[src/rtl/aud_tx_pkg.sv]
package aud_tx_pkg;

    localparam int PICK_W = 32;

    typedef enum logic [1:0] {
        FMT_I2S   = 2'd0,
        FMT_LEFT  = 2'd1,
        FMT_RIGHT = 2'd2,
        FMT_PCM   = 2'd3
    } fmt_e;

    typedef struct packed {
        fmt_e       fmt;
        logic       pcm_late;
        logic [5:0] width;
    } lane_cfg_t;

    function automatic fmt_e decode_fmt(input logic pcm, input logic [1:0] just);
        if (pcm)               return FMT_PCM;
        else if (just == 2'd1) return FMT_LEFT;
        else if (just == 2'd2) return FMT_RIGHT;
        else                   return FMT_I2S;
    endfunction

    // Bit driven at frame position pos for one line.
    function automatic logic pick_bit(
        input lane_cfg_t          c,
        input logic [PICK_W-1:0] lw,
        input logic [PICK_W-1:0] rw,
        input logic [31:0]       pos,
        input logic [31:0]       slot
    );
        logic [31:0] w, p, hp, idx, late;
        logic        right, hit;
        logic [4:0]  b;
        w     = {26'd0, c.width};
        late  = {31'd0, c.pcm_late};
        hit   = 1'b0;
        right = 1'b0;
        idx   = 32'd0;
        p     = 32'd0;
        hp    = 32'd0;
        if (c.fmt == FMT_PCM) begin
            p = pos - late;
            if (pos >= late && p < 2 * w) begin
                hit   = 1'b1;
                right = (p >= w);
                idx   = right ? p - w : p;
            end
        end else begin
            right = (pos >= slot);
            hp    = right ? pos - slot : pos;
            case (c.fmt)
                FMT_LEFT: begin
                    hit = 1'b1;
                    idx = hp;
                end
                FMT_RIGHT: begin
                    hit = (hp >= slot - w);
                    idx = hp - (slot - w);
                end
                default: begin
                    hit = (hp >= 32'd1);
                    idx = hp - 32'd1;
                end
            endcase
            hit = hit && (idx < w);
        end
        b = 5'(w - 32'd1 - idx);
        if (!hit) return 1'b0;
        return right ? rw[b] : lw[b];
    endfunction

endpackage

[src/rtl/aud_tx_framer.sv]
module aud_tx_framer
    import aud_tx_pkg::*;
#(
    parameter int SLOT_BITS = 32
) (
    input  logic                            clk,
    input  logic                            rst,
    input  logic                            run,
    input  logic                            bit_tick,
    input  fmt_e                            fmt,
    output logic [$clog2(2*SLOT_BITS)-1:0]  pos_nxt,
    output logic                            advance,
    output logic                            wrap,
    output logic                            kick,
    output logic                            ws_q
);
    localparam int FRAME = 2 * SLOT_BITS;
    localparam int PW    = $clog2(FRAME);
    localparam logic [PW-1:0] LAST = PW'(FRAME - 1);

    logic [PW-1:0] pos;
    logic          running;

    assign advance = run && running && bit_tick;
    assign pos_nxt = (pos == LAST) ? '0 : pos + 1'b1;
    assign wrap    = advance && (pos == LAST);
    assign kick    = (run && !running) || (advance && pos_nxt == LAST);

    always_ff @(posedge clk) begin
        if (rst || !run) begin
            pos     <= LAST;
            running <= 1'b0;
            ws_q    <= 1'b0;
        end else if (!running) begin
            running <= 1'b1;
        end else if (bit_tick) begin
            pos  <= pos_nxt;
            ws_q <= (fmt == FMT_PCM) ? (pos_nxt == '0)
                                     : (32'(pos_nxt) >= SLOT_BITS);
        end
    end
endmodule

[src/rtl/aud_tx_fetch.sv]
module aud_tx_fetch #(
    parameter int DATA_W = 32,
    parameter int LINES  = 4
) (
    input  logic                                   clk,
    input  logic                                   rst,
    input  logic                                   run,
    input  logic                                   kick,
    input  logic [$clog2(2*LINES)-1:0]             last_idx,
    input  logic                                   fifo_empty,
    input  logic [DATA_W-1:0]                      fifo_data,
    output logic                                   fifo_pop,
    output logic [2*LINES-1:0][DATA_W-1:0]         stage,
    output logic                                   underrun
);
    localparam int IW = $clog2(2 * LINES);

    logic          busy;
    logic [IW-1:0] idx;

    assign fifo_pop = run && busy && !kick && !fifo_empty;

    always_ff @(posedge clk) begin
        if (rst) begin
            stage <= '0;
        end else if (run && busy && !kick) begin
            stage[idx] <= fifo_empty ? '0 : fifo_data;
        end
    end

    always_ff @(posedge clk) begin
        if (rst || !run) begin
            busy     <= 1'b0;
            idx      <= '0;
            underrun <= 1'b0;
        end else if (kick) begin
            busy <= 1'b1;
            idx  <= '0;
        end else if (busy) begin
            if (fifo_empty) underrun <= 1'b1;
            if (idx == last_idx) begin
                busy <= 1'b0;
            end else begin
                idx <= idx + 1'b1;
            end
        end
    end
endmodule

[src/rtl/aud_tx_lane.sv]
module aud_tx_lane
    import aud_tx_pkg::*;
#(
    parameter int SLOT_BITS = 32,
    parameter int DATA_W    = 32
) (
    input  logic                            clk,
    input  logic                            rst,
    input  logic                            run,
    input  logic                            advance,
    input  logic                            live,
    input  lane_cfg_t                       cfg,
    input  logic [DATA_W-1:0]               lw,
    input  logic [DATA_W-1:0]               rw,
    input  logic [$clog2(2*SLOT_BITS)-1:0]  pos_nxt,
    output logic                            sdo
);
    always_ff @(posedge clk) begin
        if (rst || !run) begin
            sdo <= 1'b0;
        end else if (advance) begin
            sdo <= live && pick_bit(cfg, PICK_W'(lw), PICK_W'(rw),
                                    32'(pos_nxt), 32'(SLOT_BITS));
        end
    end
endmodule

[src/rtl/aud_tx_top.sv]
module aud_tx_top
    import aud_tx_pkg::*;
#(
    parameter int SLOT_BITS = 32,
    parameter int DATA_W    = 32,
    parameter int LINES     = 4
) (
    input  logic              clk,
    input  logic              rst,
    input  logic              tx_start,
    input  logic              bit_tick,
    input  logic              frame_pcm,
    input  logic [1:0]        just_sel,
    input  logic [1:0]        pcm_delay,
    input  logic [4:0]        width_m1,
    input  logic [1:0]        pairs_m1,
    input  logic              fifo_empty,
    input  logic [DATA_W-1:0] fifo_data,
    output logic              fifo_pop,
    output logic              ws_o,
    output logic [LINES-1:0]  sdo_o,
    output logic              underrun_o
);
    localparam int PW    = $clog2(2 * SLOT_BITS);
    localparam int IW    = $clog2(2 * LINES);
    localparam int MAX_W = (SLOT_BITS < DATA_W) ? SLOT_BITS : DATA_W;

    lane_cfg_t                      cfg;
    logic [7:0]                     active;
    logic [IW-1:0]                  last_idx;
    logic [PW-1:0]                  pos_nxt;
    logic                           advance, wrap, kick;
    logic [2*LINES-1:0][DATA_W-1:0] stage, work;

    always_comb begin
        cfg.fmt      = decode_fmt(frame_pcm, just_sel);
        cfg.pcm_late = (pcm_delay != 2'd0);
        cfg.width    = (32'(width_m1) + 1 > MAX_W) ? 6'(MAX_W) : 6'(width_m1) + 6'd1;
        active       = (32'(pairs_m1) + 1 > LINES) ? 8'(LINES) : 8'(pairs_m1) + 8'd1;
        last_idx     = IW'(2 * 32'(active) - 1);
    end

    aud_tx_framer #(.SLOT_BITS(SLOT_BITS)) framer_i (
        .clk(clk), .rst(rst), .run(tx_start), .bit_tick(bit_tick),
        .fmt(cfg.fmt), .pos_nxt(pos_nxt), .advance(advance),
        .wrap(wrap), .kick(kick), .ws_q(ws_o)
    );

    aud_tx_fetch #(.DATA_W(DATA_W), .LINES(LINES)) fetch_i (
        .clk(clk), .rst(rst), .run(tx_start), .kick(kick),
        .last_idx(last_idx), .fifo_empty(fifo_empty), .fifo_data(fifo_data),
        .fifo_pop(fifo_pop), .stage(stage), .underrun(underrun_o)
    );

    always_ff @(posedge clk) begin
        if (rst) work <= '0;
        else if (wrap) work <= stage;
    end

    for (genvar g = 0; g < LINES; g++) begin : g_lane
        logic [DATA_W-1:0] lw, rw;
        assign lw = wrap ? stage[2*g]   : work[2*g];
        assign rw = wrap ? stage[2*g+1] : work[2*g+1];
        aud_tx_lane #(.SLOT_BITS(SLOT_BITS), .DATA_W(DATA_W)) lane_i (
            .clk(clk), .rst(rst), .run(tx_start), .advance(advance),
            .live(32'(g) < 32'(active)), .cfg(cfg), .lw(lw), .rw(rw),
            .pos_nxt(pos_nxt), .sdo(sdo_o[g])
        );
    end
endmodule

[config.mk]
export PLATFORM = sky130hd
export DESIGN_NAME = aud_tx_top
export DESIGN_NICKNAME = d
export VERILOG_FILES = /design/src/rtl/aud_tx_pkg.sv /design/src/rtl/aud_tx_framer.sv /design/src/rtl/aud_tx_fetch.sv /design/src/rtl/aud_tx_lane.sv /design/src/rtl/aud_tx_top.sv
export SDC_FILE = /design/constraint.sdc
export NUM_CORES = 1
export LEC_CHECK = 0
export ABC_AREA = 1
export BUFFER_PORTS_ARGS = -buffer_cell sky130_fd_sc_hd__buf_2
export CAP_MARGIN = 15
export CORE_AREA = 2 2 238 240
export CTS_CLUSTER_SIZE = 30
export DETAILED_ROUTE_END_ITERATION = 6
export DIE_AREA = 0 0 240 242
export GPL_ROUTABILITY_DRIVEN = 0
export GPL_TIMING_DRIVEN = 0
export PLACE_DENSITY = 0.66
export SLEW_MARGIN = 20
export SYNTH_ARGS = -nofsm -noshare
export SYNTH_HDL_FRONTEND = slang
export SYNTH_SLANG_ARGS = --single-unit
[constraint.sdc]
create_clock -name clk -period 7.9 [get_ports clk]
set_clock_uncertainty 0.05 [all_clocks]
set_input_delay 1.185 -clock clk [delete_from_list [all_inputs] [get_ports clk]]
set_output_delay 1.185 -clock clk [all_outputs]
set_load 0.02 [all_outputs]
==> metrics.txt <==
Tmin final=approximately 7200 ps; Filler Cell Count=5756; Final HPWL DP=64900 um; Reg clk slew, reported paths=70 ps; Setup violations, final=0; multiplexer share of the synthesized area=0%; Yosys top cell by area=dfxtp_1; clk sinks=529; Post-Place Cell Area=between 0.02 and 0.03 mm^2; first-pass GRT wire length=139000 um; number of global-route vias before repair=21500; Iteration-0 DRC Markers=2954; Die ar.=0.0581 mm^2; setup tns final=0 ps; PortBufs=53; Max-Cap Viols=0; Seq pwr share=38.8%; slew at the pin closest to its max-slew limit=roughly 1300 ps; LEAKAGE=11.0 nW; combinational group share of total power=between 20% and 30%; Worst Path Arrival=7690 ps; Setup crit start kind=flip-flop; largest family of logic cells by synthesized area=compound AO/OA/AOI/OAI gates; RSZ-0062 raised after global routing=no; # DRC=0; Total GRT Usage=32.3%; met1 WL=38600 um; TritonCTS clock tree=yes; Psw=2.42 mW; Multi-input gate area=0.0109 mm^2; Worst EP required=8380 ps; Clock Latency Late Sink=630 ps; met3 routed WL=11000 um; drt via density=around 5.4; Yosys reg bits=approximately 530; Final Slew Violations=0; Synth Instances=3502; Crit Path Category=reg2reg; Final #Nets=about 3700; layout cells sized above 1=between 8 and 9%; top-area cell type share of the netlist area=42.9%; HP Class=reg2reg; cts repair resizes=0; drt wl/cell=21.6 um; DR top layer=met4; Seq/Total Area, Yosys=42.9%; Post-CTS Setup Bufs=0; compound-gate portion of the synthesized area=19.9%; initial antenna violation count=1; synthesis-to-layout area growth=12.4%; internal power=4.53 mW; Slew HR=16.3%; Sw Ratio=34.8%; Avg Synthesized Cell Area=around 7.0 um^2; Fin. Hold Viols=0; mapped cell area=~0.025 mm^2; chip width=240 um; Setup crit end kind=flip-flop; CTS Root Cell=clkbuf_16; core area=0.0557 mm^2; most used cell, CP=nand2_1; synth unique cells=48; Vias=around 24000; Max clock buf depth=3; status=completed; Top delay family on crit path=buffers and inverters; Die Height=242 um; final instance area=0.0277 mm^2; Post-DRT Antenna Nets=0; effective utilization at floorplan=approximately 44%; CP max stage delay=around 960 ps; Slowest cell on crit path=clkbuf_1; worst-path maximum fanout=10; Buffers & Inverters on Critical Path=5; met2 routed WL=40100 um; Peak Freq=139 MHz; Post-Synth XOR/XNOR Area=less than 1%; simple-gate share of the synthesized area=between 10% and 20%; FP Rows=87; top cells by area, synth=dfxtp_1 43%, nand2_1 9.7%, inv_1 8.5%; I/O pin count=56; H-tree Lvls=2; drt first pass iters=6; total congestion overflow=0; largest net degree at the start of global routing=14; CTS Buf Count=53; final WL=95800 um; yosys warns=0; Clk network pwr share=36.9%; PwrDens=251 mW/mm^2; Adder-Cell Fraction of Synth Area=3.73%; period utilization=91.2%; hold_buf cts=0; peak supply drop=166 uV; Register Area=0.0106 mm^2
kinds of logic (layout without fill, tap and decap cells):
| group | count (synthesis) | in the layout |
|---|---|---|
| buf+inv | 789 | 939 |
| other cells | 2 | 29 |
| flops | 529 | 529 |
| fa+ha+maj | 64 | 64 |
| compound gates | 925 | 925 |
| simple gates | 1181 | 1181 |
| xor+xnor | 12 | 12 |
cell type report:
cell class	instances	share of cell area (%)
well taps	756	3.41
diodes	4	0.0361
multi-input cells	2207	39.4
inverters	569	7.71
plain buffers	220	4.04
clock buffers	76	5.50
clock inverters	20	0.691
repair buffers	54	1.01
flip-flops and latches	529	38.2
power groups by stage:
stage	Sequential, mW	Combinational [mW]	Clock, mW
2_1_floorplan	2.75	0.919	0
3_3_place_gp	2.75	1.59	0
3_5_place_dp	2.75	1.60	0
4_1_cts	2.69	1.60	2.55
5_1_grt	2.69	1.75	2.65
6_report	2.69	1.69	2.56
Yosys cell counts (all sizes together):
cell type and n:
conb 2, dfxtp 529, nand3b 5, a221oi 2
nor2 341, ha 48, a21oi 294, nor4 3
a21o 1, a211oi 1, a22oi 1, xnor2 3
or2 6, buf 112, fa 16, o2111ai 1
and2 4, nand3 159, o22ai 2, xor2 9
o211ai 63, nand2 647, nand4 7, inv 568
a32o 1, nor3 8, clkinv 1, o21a 1
o21ai 557, a32oi 1, clkbuf 108, nor3b 1
final timing paths:
| check | cells past startpoint | slack [ps] | to | startpoint |
|---|---|---|---|---|
| worst min register to register | 2 | 400 | fetch_i.stage[188] | fetch_i.stage[188] |
| worst max register to register | 34 | 690 | g_lane[0].lane_i.sdo | framer_i.pos[1] |
| worst max-delay path | 34 | 690 | g_lane[0].lane_i.sdo | framer_i.pos[1] |
| worst min-delay path | 2 | 400 | fetch_i.stage[188] | fetch_i.stage[188] |
per-stage QoR:
| stage | instances | power [mW] | utilization [%] | hold slack, ps | setup WS (ps) |
|---|---|---|---|---|---|
| 6_report | 4435 | 6.95 | 49.7 | 400 | 692 |
| 2_1_floorplan | 3525 | 3.67 | - | 372 | 2430 |
| 3_3_place_gp | 4334 | 4.34 | 46.6 | 387 | 429 |
| 3_5_place_dp | 4335 | 4.35 | 46.6 | 392 | 449 |
| 5_1_grt | 4431 | 7.09 | 49.7 | 423 | 339 |
| 4_1_cts | 4431 | 6.84 | 49.7 | 401 | 995 |
layout by cell type, fill, tap and decap left out, types with 111 or more instances in the layout:
| master | synthesis | final |
|---|---|---|
| a21oi_1 | 294 | 294 |
| buf_2 | 58 | 111 |
| clkbuf_1 | 105 | 118 |
| dfxtp_1 | 529 | 529 |
| inv_1 | 558 | 558 |
| nand2_1 | 639 | 639 |
| nand3_1 | 153 | 153 |
| nor2_1 | 327 | 322 |
| o21ai_0 | 411 | 411 |
| o21ai_1 | 127 | 127 |
state kept, by name, indices dropped and copies added, names as in the netlist:
signal	flops
framer_i.running	1
fetch_i.idx	3
fetch_i.busy	1
fetch_i.stage	256
framer_i.ws_q	1
framer_i.pos	6
work	256
fetch_i.underrun	1
g_lane.lane_i.sdo	4
metal layers:
| metal | GRT usage [%] | vias up |
|---|---|---|
| met1 | 43.0 | 11100 |
| li1 | - | 11300 |
| met5 | 0 | - |
| met4 | 18.8 | 0 |
| met2 | 47.6 | 1409 |
| met3 | 7.65 | 315 |
worst min-delay path, delay by kind of cell, from the launching register on:
family | cells | cell delay (ps)
buffers and inverters | 1 | 50
AOI/OAI and AO/OA | 1 | 50
DFF | 1 | 300
Power figures use the tool's default switching activity.
